**src/rtl/ratio_nco_pkg.sv**
```systemverilog
package ratio_nco_pkg;
  localparam int unsigned NCO_ACC_W = 32;
  localparam int unsigned NCO_PH_W  = 16;
  localparam int unsigned NCO_RAT_W = 8;
  localparam int unsigned NCO_LANES = 2;

  typedef enum logic {
    DIV_IDLE = 1'b0,
    DIV_RUN  = 1'b1
  } div_state_e;
endpackage

```
**src/rtl/ratio_divider.sv**
```systemverilog
module ratio_divider
  import ratio_nco_pkg::*;
#(
  parameter int unsigned DVD_W = 40,
  parameter int unsigned DVS_W = 8,
  parameter int unsigned Q_W   = 32
) (
  input  logic             clk,
  input  logic             rst,
  input  logic             start,
  input  logic [DVD_W-1:0] dividend,
  input  logic [DVS_W-1:0] divisor,
  output logic [Q_W-1:0]   quotient,
  output logic [DVS_W-1:0] remainder,
  output logic             done
);
  localparam int unsigned CNT_W = $clog2(DVD_W + 1);

  div_state_e       state;
  logic [CNT_W-1:0] cnt;
  logic [DVD_W-1:0] quo;
  logic [DVS_W-1:0] rem;
  logic [DVS_W-1:0] dvs;
  logic [DVS_W:0]   trial;
  logic [DVS_W:0]   trial_sub;
  logic             fits;

  // One restoring step per clock: shift in the next dividend bit, subtract if it fits.
  always_comb begin
    trial     = {rem, quo[DVD_W-1]};
    fits      = trial >= {1'b0, dvs};
    trial_sub = trial - {1'b0, dvs};
  end

  always_ff @(posedge clk) begin
    if (rst) begin
      state <= DIV_IDLE;
      cnt   <= '0;
      quo   <= '0;
      rem   <= '0;
      dvs   <= '0;
      done  <= 1'b0;
    end else begin
      done <= 1'b0;
      if (start) begin
        quo   <= dividend;
        rem   <= '0;
        dvs   <= divisor;
        cnt   <= CNT_W'(DVD_W);
        state <= DIV_RUN;
      end else if (state == DIV_RUN) begin
        quo <= {quo[DVD_W-2:0], fits};
        rem <= fits ? trial_sub[DVS_W-1:0] : trial[DVS_W-1:0];
        cnt <= cnt - 1'b1;
        if (cnt == CNT_W'(1)) begin
          state <= DIV_IDLE;
          done  <= 1'b1;
        end
      end
    end
  end

  assign quotient  = quo[Q_W-1:0];
  assign remainder = rem;
endmodule

```
**src/rtl/phase_accum.sv**
```systemverilog
module phase_accum #(
  parameter int unsigned ACC_W = 32,
  parameter int unsigned MOD_W = 8
) (
  input  logic             clk,
  input  logic             rst,
  input  logic [ACC_W-1:0] step,
  input  logic [MOD_W-1:0] frac_step,
  input  logic [MOD_W-1:0] modulus,
  input  logic             frac_clr,
  output logic [ACC_W-1:0] acc,
  output logic [MOD_W-1:0] frac
);
  logic [MOD_W:0]   frac_sum;
  logic             carry;
  logic [MOD_W-1:0] frac_next;

  // Remainder residue modulo `modulus`; a wrap adds one extra count to the phase.
  always_comb begin
    frac_sum  = {1'b0, frac} + {1'b0, frac_step};
    carry     = frac_sum >= {1'b0, modulus};
    frac_next = carry ? MOD_W'(frac_sum - {1'b0, modulus}) : frac_sum[MOD_W-1:0];
  end

  always_ff @(posedge clk) begin
    if (rst) begin
      acc  <= '0;
      frac <= '0;
    end else begin
      acc  <= acc + step + ACC_W'(carry);
      frac <= frac_clr ? '0 : frac_next;
    end
  end
endmodule

```
**src/rtl/ratio_nco.sv**
```systemverilog
module ratio_nco
  import ratio_nco_pkg::*;
#(
  parameter int unsigned ACC_W = NCO_ACC_W,
  parameter int unsigned PH_W  = NCO_PH_W,
  parameter int unsigned RAT_W = NCO_RAT_W
) (
  input  logic             clk,
  input  logic             rst,
  input  logic [ACC_W-1:0] center_word,
  input  logic [ACC_W-1:0] feedback,
  input  logic             update,
  input  logic [RAT_W-1:0] mult_m,
  input  logic [RAT_W-1:0] div_n,
  output logic [PH_W-1:0]  phase_main,
  output logic [PH_W-1:0]  phase_ratio,
  output logic [ACC_W-1:0] freq_word,
  output logic             ratio_err
);
  localparam int unsigned PROD_W = ACC_W + RAT_W;
  localparam int unsigned LANES  = NCO_LANES;

  logic [ACC_W-1:0]  word_r;
  logic [ACC_W-1:0]  next_word;
  logic [PROD_W-1:0] dividend;
  logic              accept;
  logic              reject;
  logic              err_r;

  logic [ACC_W-1:0]  div_quo;
  logic [RAT_W-1:0]  div_rem;
  logic              div_done;

  logic [ACC_W-1:0]  q_step;
  logic [RAT_W-1:0]  r_step;
  logic [RAT_W-1:0]  n_cur;
  logic [RAT_W-1:0]  pend_n;

  logic [ACC_W-1:0]  step_arr  [LANES];
  logic [RAT_W-1:0]  fstep_arr [LANES];
  logic [RAT_W-1:0]  mod_arr   [LANES];
  logic              clr_arr   [LANES];
  logic [ACC_W-1:0]  acc_arr   [LANES];
  logic [RAT_W-1:0]  frac_arr  [LANES];

  always_comb begin
    next_word = center_word + feedback;
    accept    = update && (div_n != '0);
    reject    = update && (div_n == '0);
    dividend  = PROD_W'(mult_m) * PROD_W'(next_word);
  end

  ratio_divider #(
    .DVD_W(PROD_W),
    .DVS_W(RAT_W),
    .Q_W  (ACC_W)
  ) u_div (
    .clk      (clk),
    .rst      (rst),
    .start    (accept),
    .dividend (dividend),
    .divisor  (div_n),
    .quotient (div_quo),
    .remainder(div_rem),
    .done     (div_done)
  );

  always_ff @(posedge clk) begin
    if (rst) begin
      word_r <= '0;
      q_step <= '0;
      r_step <= '0;
      n_cur  <= RAT_W'(1);
      pend_n <= RAT_W'(1);
      err_r  <= 1'b0;
    end else begin
      if (accept) begin
        word_r <= next_word;
        pend_n <= div_n;
        err_r  <= 1'b0;
      end else if (reject) begin
        err_r  <= 1'b1;
      end
      if (div_done) begin
        q_step <= div_quo;
        r_step <= div_rem;
        n_cur  <= pend_n;
      end
    end
  end

  // Lane 0 tracks the committed word; lane 1 runs at m/n with remainder carry.
  always_comb begin
    step_arr[0]  = word_r;
    fstep_arr[0] = '0;
    mod_arr[0]   = RAT_W'(1);
    clr_arr[0]   = 1'b0;
    step_arr[1]  = q_step;
    fstep_arr[1] = r_step;
    mod_arr[1]   = n_cur;
    clr_arr[1]   = div_done;
  end

  for (genvar g = 0; g < LANES; g++) begin : g_lane
    phase_accum #(
      .ACC_W(ACC_W),
      .MOD_W(RAT_W)
    ) u_acc (
      .clk      (clk),
      .rst      (rst),
      .step     (step_arr[g]),
      .frac_step(fstep_arr[g]),
      .modulus  (mod_arr[g]),
      .frac_clr (clr_arr[g]),
      .acc      (acc_arr[g]),
      .frac     (frac_arr[g])
    );
  end

  assign phase_main  = acc_arr[0][ACC_W-1 -: PH_W];
  assign phase_ratio = acc_arr[1][ACC_W-1 -: PH_W];
  assign freq_word   = word_r;
  assign ratio_err   = err_r;
endmodule

```
**config.mk**
```make
export PLATFORM = sky130hd
export DESIGN_NAME = ratio_nco
export DESIGN_NICKNAME = d
export VERILOG_FILES = /design/src/rtl/ratio_nco_pkg.sv /design/src/rtl/ratio_divider.sv /design/src/rtl/phase_accum.sv /design/src/rtl/ratio_nco.sv
export SDC_FILE = /design/constraint.sdc
export NUM_CORES = 1
export LEC_CHECK = 0
export BUFFER_PORTS_ARGS = -buffer_cell sky130_fd_sc_hd__buf_4
export CAP_MARGIN = 20
export CORE_ASPECT_RATIO = 0.9
export CORE_MARGIN = 2
export CORE_UTILIZATION = 65
export DETAILED_ROUTE_END_ITERATION = 10
export PLACE_DENSITY = 0.85
export SLEW_MARGIN = 5
export SYNTH_ARGS = -nofsm -noshare
export SYNTH_HDL_FRONTEND = slang
export SYNTH_SLANG_ARGS = --single-unit
```
**constraint.sdc**
```tcl
create_clock -name clk -period 19.3 [get_ports clk]
set_input_delay 3.86 -clock clk [delete_from_list [all_inputs] [get_ports clk]]
set_output_delay 3.86 -clock clk [all_outputs]
set_load 0.02 [all_outputs]
```
==> summary.txt <==
Outcome
  • Status: finished clean

Route
  • Total iterations of the first detailed-routing run: 8
  • Vias per cell: 6.17
  • Via count: 19400
  • Post-route DRC: 0
  • WL final: 59200 um
  • Iteration-0 DRC Markers: 1754
  • WL/cell: 18.8 um
  • Antenna Nets Post-Route: 0

Worst setup path
  • Crit. End Element: register
  • Most used cell, CP: fa_1
  • Critical Path Max Stage Delay: 0.87 ns
  • Buffers & Inverters on Critical Path: 3
  • Crit path DAT: 11.03 ns
  • Startpoint types: input pin
  • Slowest cell on crit path: o31ai_1
  • Setup CP Type: input pin to register
  • Crit path cell chain: buf_4 > ha_1 > or3_1 > o211ai_1 > a21boi_1 > o211ai_2 > a21boi_0 > o31ai_1 > nor2_1 > fa_1 > fa_1 > fa_1 > inv_1 > fa_1 > inv_1 > ha_1 > a21o_1 > a21o_1 > a21oi_1 > nor2_1 > a211oi_1 > o41ai_4 > a2111oi_0 > a2111oi_2
  • Crit-path leading delay family: compound AO/OA/AOI/OAI gates
  • Levels on crit path: 24
  • Crit path from: feedback[11]
  • Crit-path max FO: 8
  • Worst Reg2Reg Path Length in Cells: 23
  • R2R Path Start: r_step[1]
  • Required time of the critical path: 19.72 ns

Yosys
  • Syn Area/Cell: 8.49 um^2
  • Flops & latches, synth: 226
  • Post-synth EDFFs: 0
  • Area leader, netlist: dfxtp_1
  • Sequential area share after synthesis: 20.2%
  • Largest cells by area after synthesis: dfxtp_1, fa_1, ha_1
  • Post-synth top flop: dfxtp_1
  • Top cell type's share of synthesized area: 20.2%
  • Cell area after synthesis: 22300 um^2
  • Fraction of registers with async set/reset: 0%
  • Mapped Cells: 2632
  • Post-synth cell types: 84
  • Synth Warn #: 0
  • Mapped Nets: 3082

Timing
  • Worst relative slew slack: 25.8%
  • Final cycle utilization of the critical path: 55.0%
  • Setup Skew: 0.0400 ns
  • Endpoints failing hold: 0
  • RSZ-0062 raised after global routing: no
  • Max Slew Vio Count: 0
  • Setup tns final: 0 ns
  • Final hold slack: 0.489 ns
  • Least-Margin Pin Slew: 1.11 ns
  • Final Critical Period: 10.61 ns
  • Finish-stage setup viols: 0
  • Max Clk Rate: 0.0942 GHz

Clock network
  • CTS tree: built
  • Hold-fix buffers at CTS: 0
  • Clock buffer depth: 3
  • Worst-skew pair later-pin latency: 0.56 ns
  • Clk root buf: clkbuf_16
  • Resize count post-CTS: 0
  • CTS Sinks: 226
  • TritonCTS Buffers: 24
  • Worst-path clk slew: 0.07 ns
  • Setup Buffers After CTS: 0
  • Htree depth: 1

Global route
  • Vias in the first global route: 19700
  • Grt ovf: 0
  • GRT Util Overall: 33.4%
  • First-pass GRT wire length: 98500 um
  • Initial antenna violation count: 0
  • Largest net degree at the start of global routing: 81

Power and ir drop
  • P_int: 2.23 mW
  • VDD IR max: 0.000171 V
  • Seq pwr share: 13.2%
  • Clock power frac: 10.0%
  • P_leak: 11.1 nW
  • Switching pwr: 2.38 mW
  • PD cells: 190 nW/um^2
  • Switching Share: 51.6%
  • Logic gate share of total power: 76.8%

Cells and area
  • Layout cells sized above 1: 9.25%
  • NumNets Final: 3125
  • Antenna Cells: 0
  • Synth-to-Final Area Change: 8.52%

Floorplanning
  • Core area: 34000 um^2
  • Die area: 35900 um^2
  • Ports: 148
  • Starting Density: 65.8%
  • Die width: 199 um
  • Number of cell rows: 64
  • Die H: 180 um

Place
  • PortBufs: 147
  • RD Place Congestion: 0.971
  • Final HPWL DP: 44900 um

Hold path
  • Hold depth: 2
  • Hold WC Path Type: register to register
  • Min-delay src: freq_word[8]

Job
  • Max cap viols: 0
cells in the mapped netlist (6+ instances only):
| cell | count |
|---|---|
| or2_2 | 12 |
| or3_1 | 11 |
| nor3b_1 | 11 |
| o31ai_1 | 14 |
| buf_4 | 34 |
| o211ai_1 | 20 |
| and2_1 | 159 |
| mux2_2 | 7 |
| xnor2_1 | 67 |
| dfxtp_1 | 226 |
| clkbuf_1 | 90 |
| xor2_1 | 50 |
| a21o_1 | 72 |
| and3_1 | 16 |
| nand2_1 | 199 |
| inv_1 | 253 |
| a21boi_0 | 9 |
| o21bai_1 | 17 |
| nand3_1 | 38 |
| a211o_1 | 6 |
| nand3b_1 | 6 |
| a31oi_1 | 30 |
| nor3_1 | 46 |
| o21ai_0 | 82 |
| or4_1 | 7 |
| nand4_1 | 15 |
| mux2i_1 | 86 |
| o21ai_1 | 6 |
| nor2b_1 | 35 |
| ha_1 | 179 |
| a211oi_1 | 73 |
| o2111ai_1 | 8 |
| nor4_1 | 17 |
| fa_1 | 188 |
| nor2_1 | 215 |
| buf_1 | 14 |
| a31o_2 | 7 |
| nand2b_1 | 19 |
| a21oi_1 | 170 |
| o21a_1 | 16 |
| a22o_1 | 9 |
metal layers:
metal  GRT usage (%)  wire [um]  share of wire [%]  vias to the layer above
li1                -          -                  -                     9110
met1            46.1      25400                 43                     9233
met2            53.3      26400                 45                      941
met3            5.05       4970                8.4                      162
met4            12.2       2360                4.0                        0
met5               0          0                  0                        -
tightest hold or removal path: stages (launching register included):
cell and delay, ns:
dfxtp_1 0.33, nand2_1 0.06, a21oi_1 0.05
kinds of logic (layout without fill, tap and decap cells):
group | Yosys count | count (layout) | share of synthesized area [%]
compound gates | 611 | 611 | 18.6
xor+xnor | 117 | 117 | 4.59
fa+ha+maj | 367 | 367 | 26.9
buf+inv | 395 | 454 | 7.23
flops | 226 | 226 | 20.2
mux | 93 | 93 | 4.21
simple gates | 823 | 823 | 18.3
sequential cells by signal, indices dropped and copies added (netlist names):
register / count
g_lane.u_acc.frac: 16
u_div.quo: 40
ratio_err: 1
u_div.state: 1
u_div.remainder: 8
freq_word: 32
n_cur: 8
pend_n: 8
g_lane.u_acc.acc: 64
u_div.done: 1
u_div.cnt: 6
u_div.dvs: 1
r_step: 8
q_step: 32
area by class of cell:
| type | count | area [um^2] |
|---|---|---|
| timing repair buffer | 159 | 1200 |
| tap | 462 | 578 |
| multi-input combinational | 2011 | 16200 |
| sequential | 226 | 4530 |
| inverter | 253 | 950 |
| clock buffer | 32 | 681 |
| clock inverter | 10 | 108 |
| fill | 2668 | 9700 |
per-stage QoR:
stage / setup WS, ns / std cells / power [mW] / cell area, um^2 / utilization [%]
floorplan: 9.24 / 2632 / 3.27 / 22300 / -
global placement: 8.54 / 3110 / 3.95 / 23500 / 69.1
detailed placement: 8.27 / 3111 / 4.06 / 23500 / 69.1
CTS: 8.83 / 3153 / 4.56 / 24200 / 71.4
global route: 8.35 / 3153 / 5.05 / 24200 / 71.4
finish: 8.69 / 3153 / 4.61 / 24200 / 71.4
power groups by stage:
stage / clock (mW) / combinational [mW] / sequential [mW]
detailed placement: 0 / 3.45 / 0.615
global route: 0.488 / 3.95 / 0.616
finish: 0.462 / 3.55 / 0.607
global placement: 0 / 3.34 / 0.611
floorplan: 0 / 2.67 / 0.602
CTS: 0.469 / 3.48 / 0.606
placed cells by master, fill, tap and decap left out, types with 12 or more instances in the layout:
master	count
nor3_1	46
inv_1	253
a21oi_1	170
ha_1	179
buf_4	158
fa_1	188
nand3_1	38
and2_1	158
nor4_1	17
a31oi_1	30
o21ai_0	82
nor2b_1	35
o31ai_1	14
xor2_1	50
a211oi_1	73
clkbuf_16	24
nand2_1	198
nand2b_1	19
mux2i_1	86
o21bai_1	17
and3_1	16
nor2_1	215
or2_2	12
o21a_1	16
o211ai_1	20
a21o_1	72
xnor2_1	67
dfxtp_1	224
nand4_1	15
worst paths after layout:
path	slack, ns	to
max	8.69	u_div.quo[37]
min reg2reg	0.49	freq_word[8]
min	0.49	freq_word[8]
max reg2reg	12.82	g_lane[1].u_acc.acc[28]
Note: power is estimated with default switching activity, not from simulation.
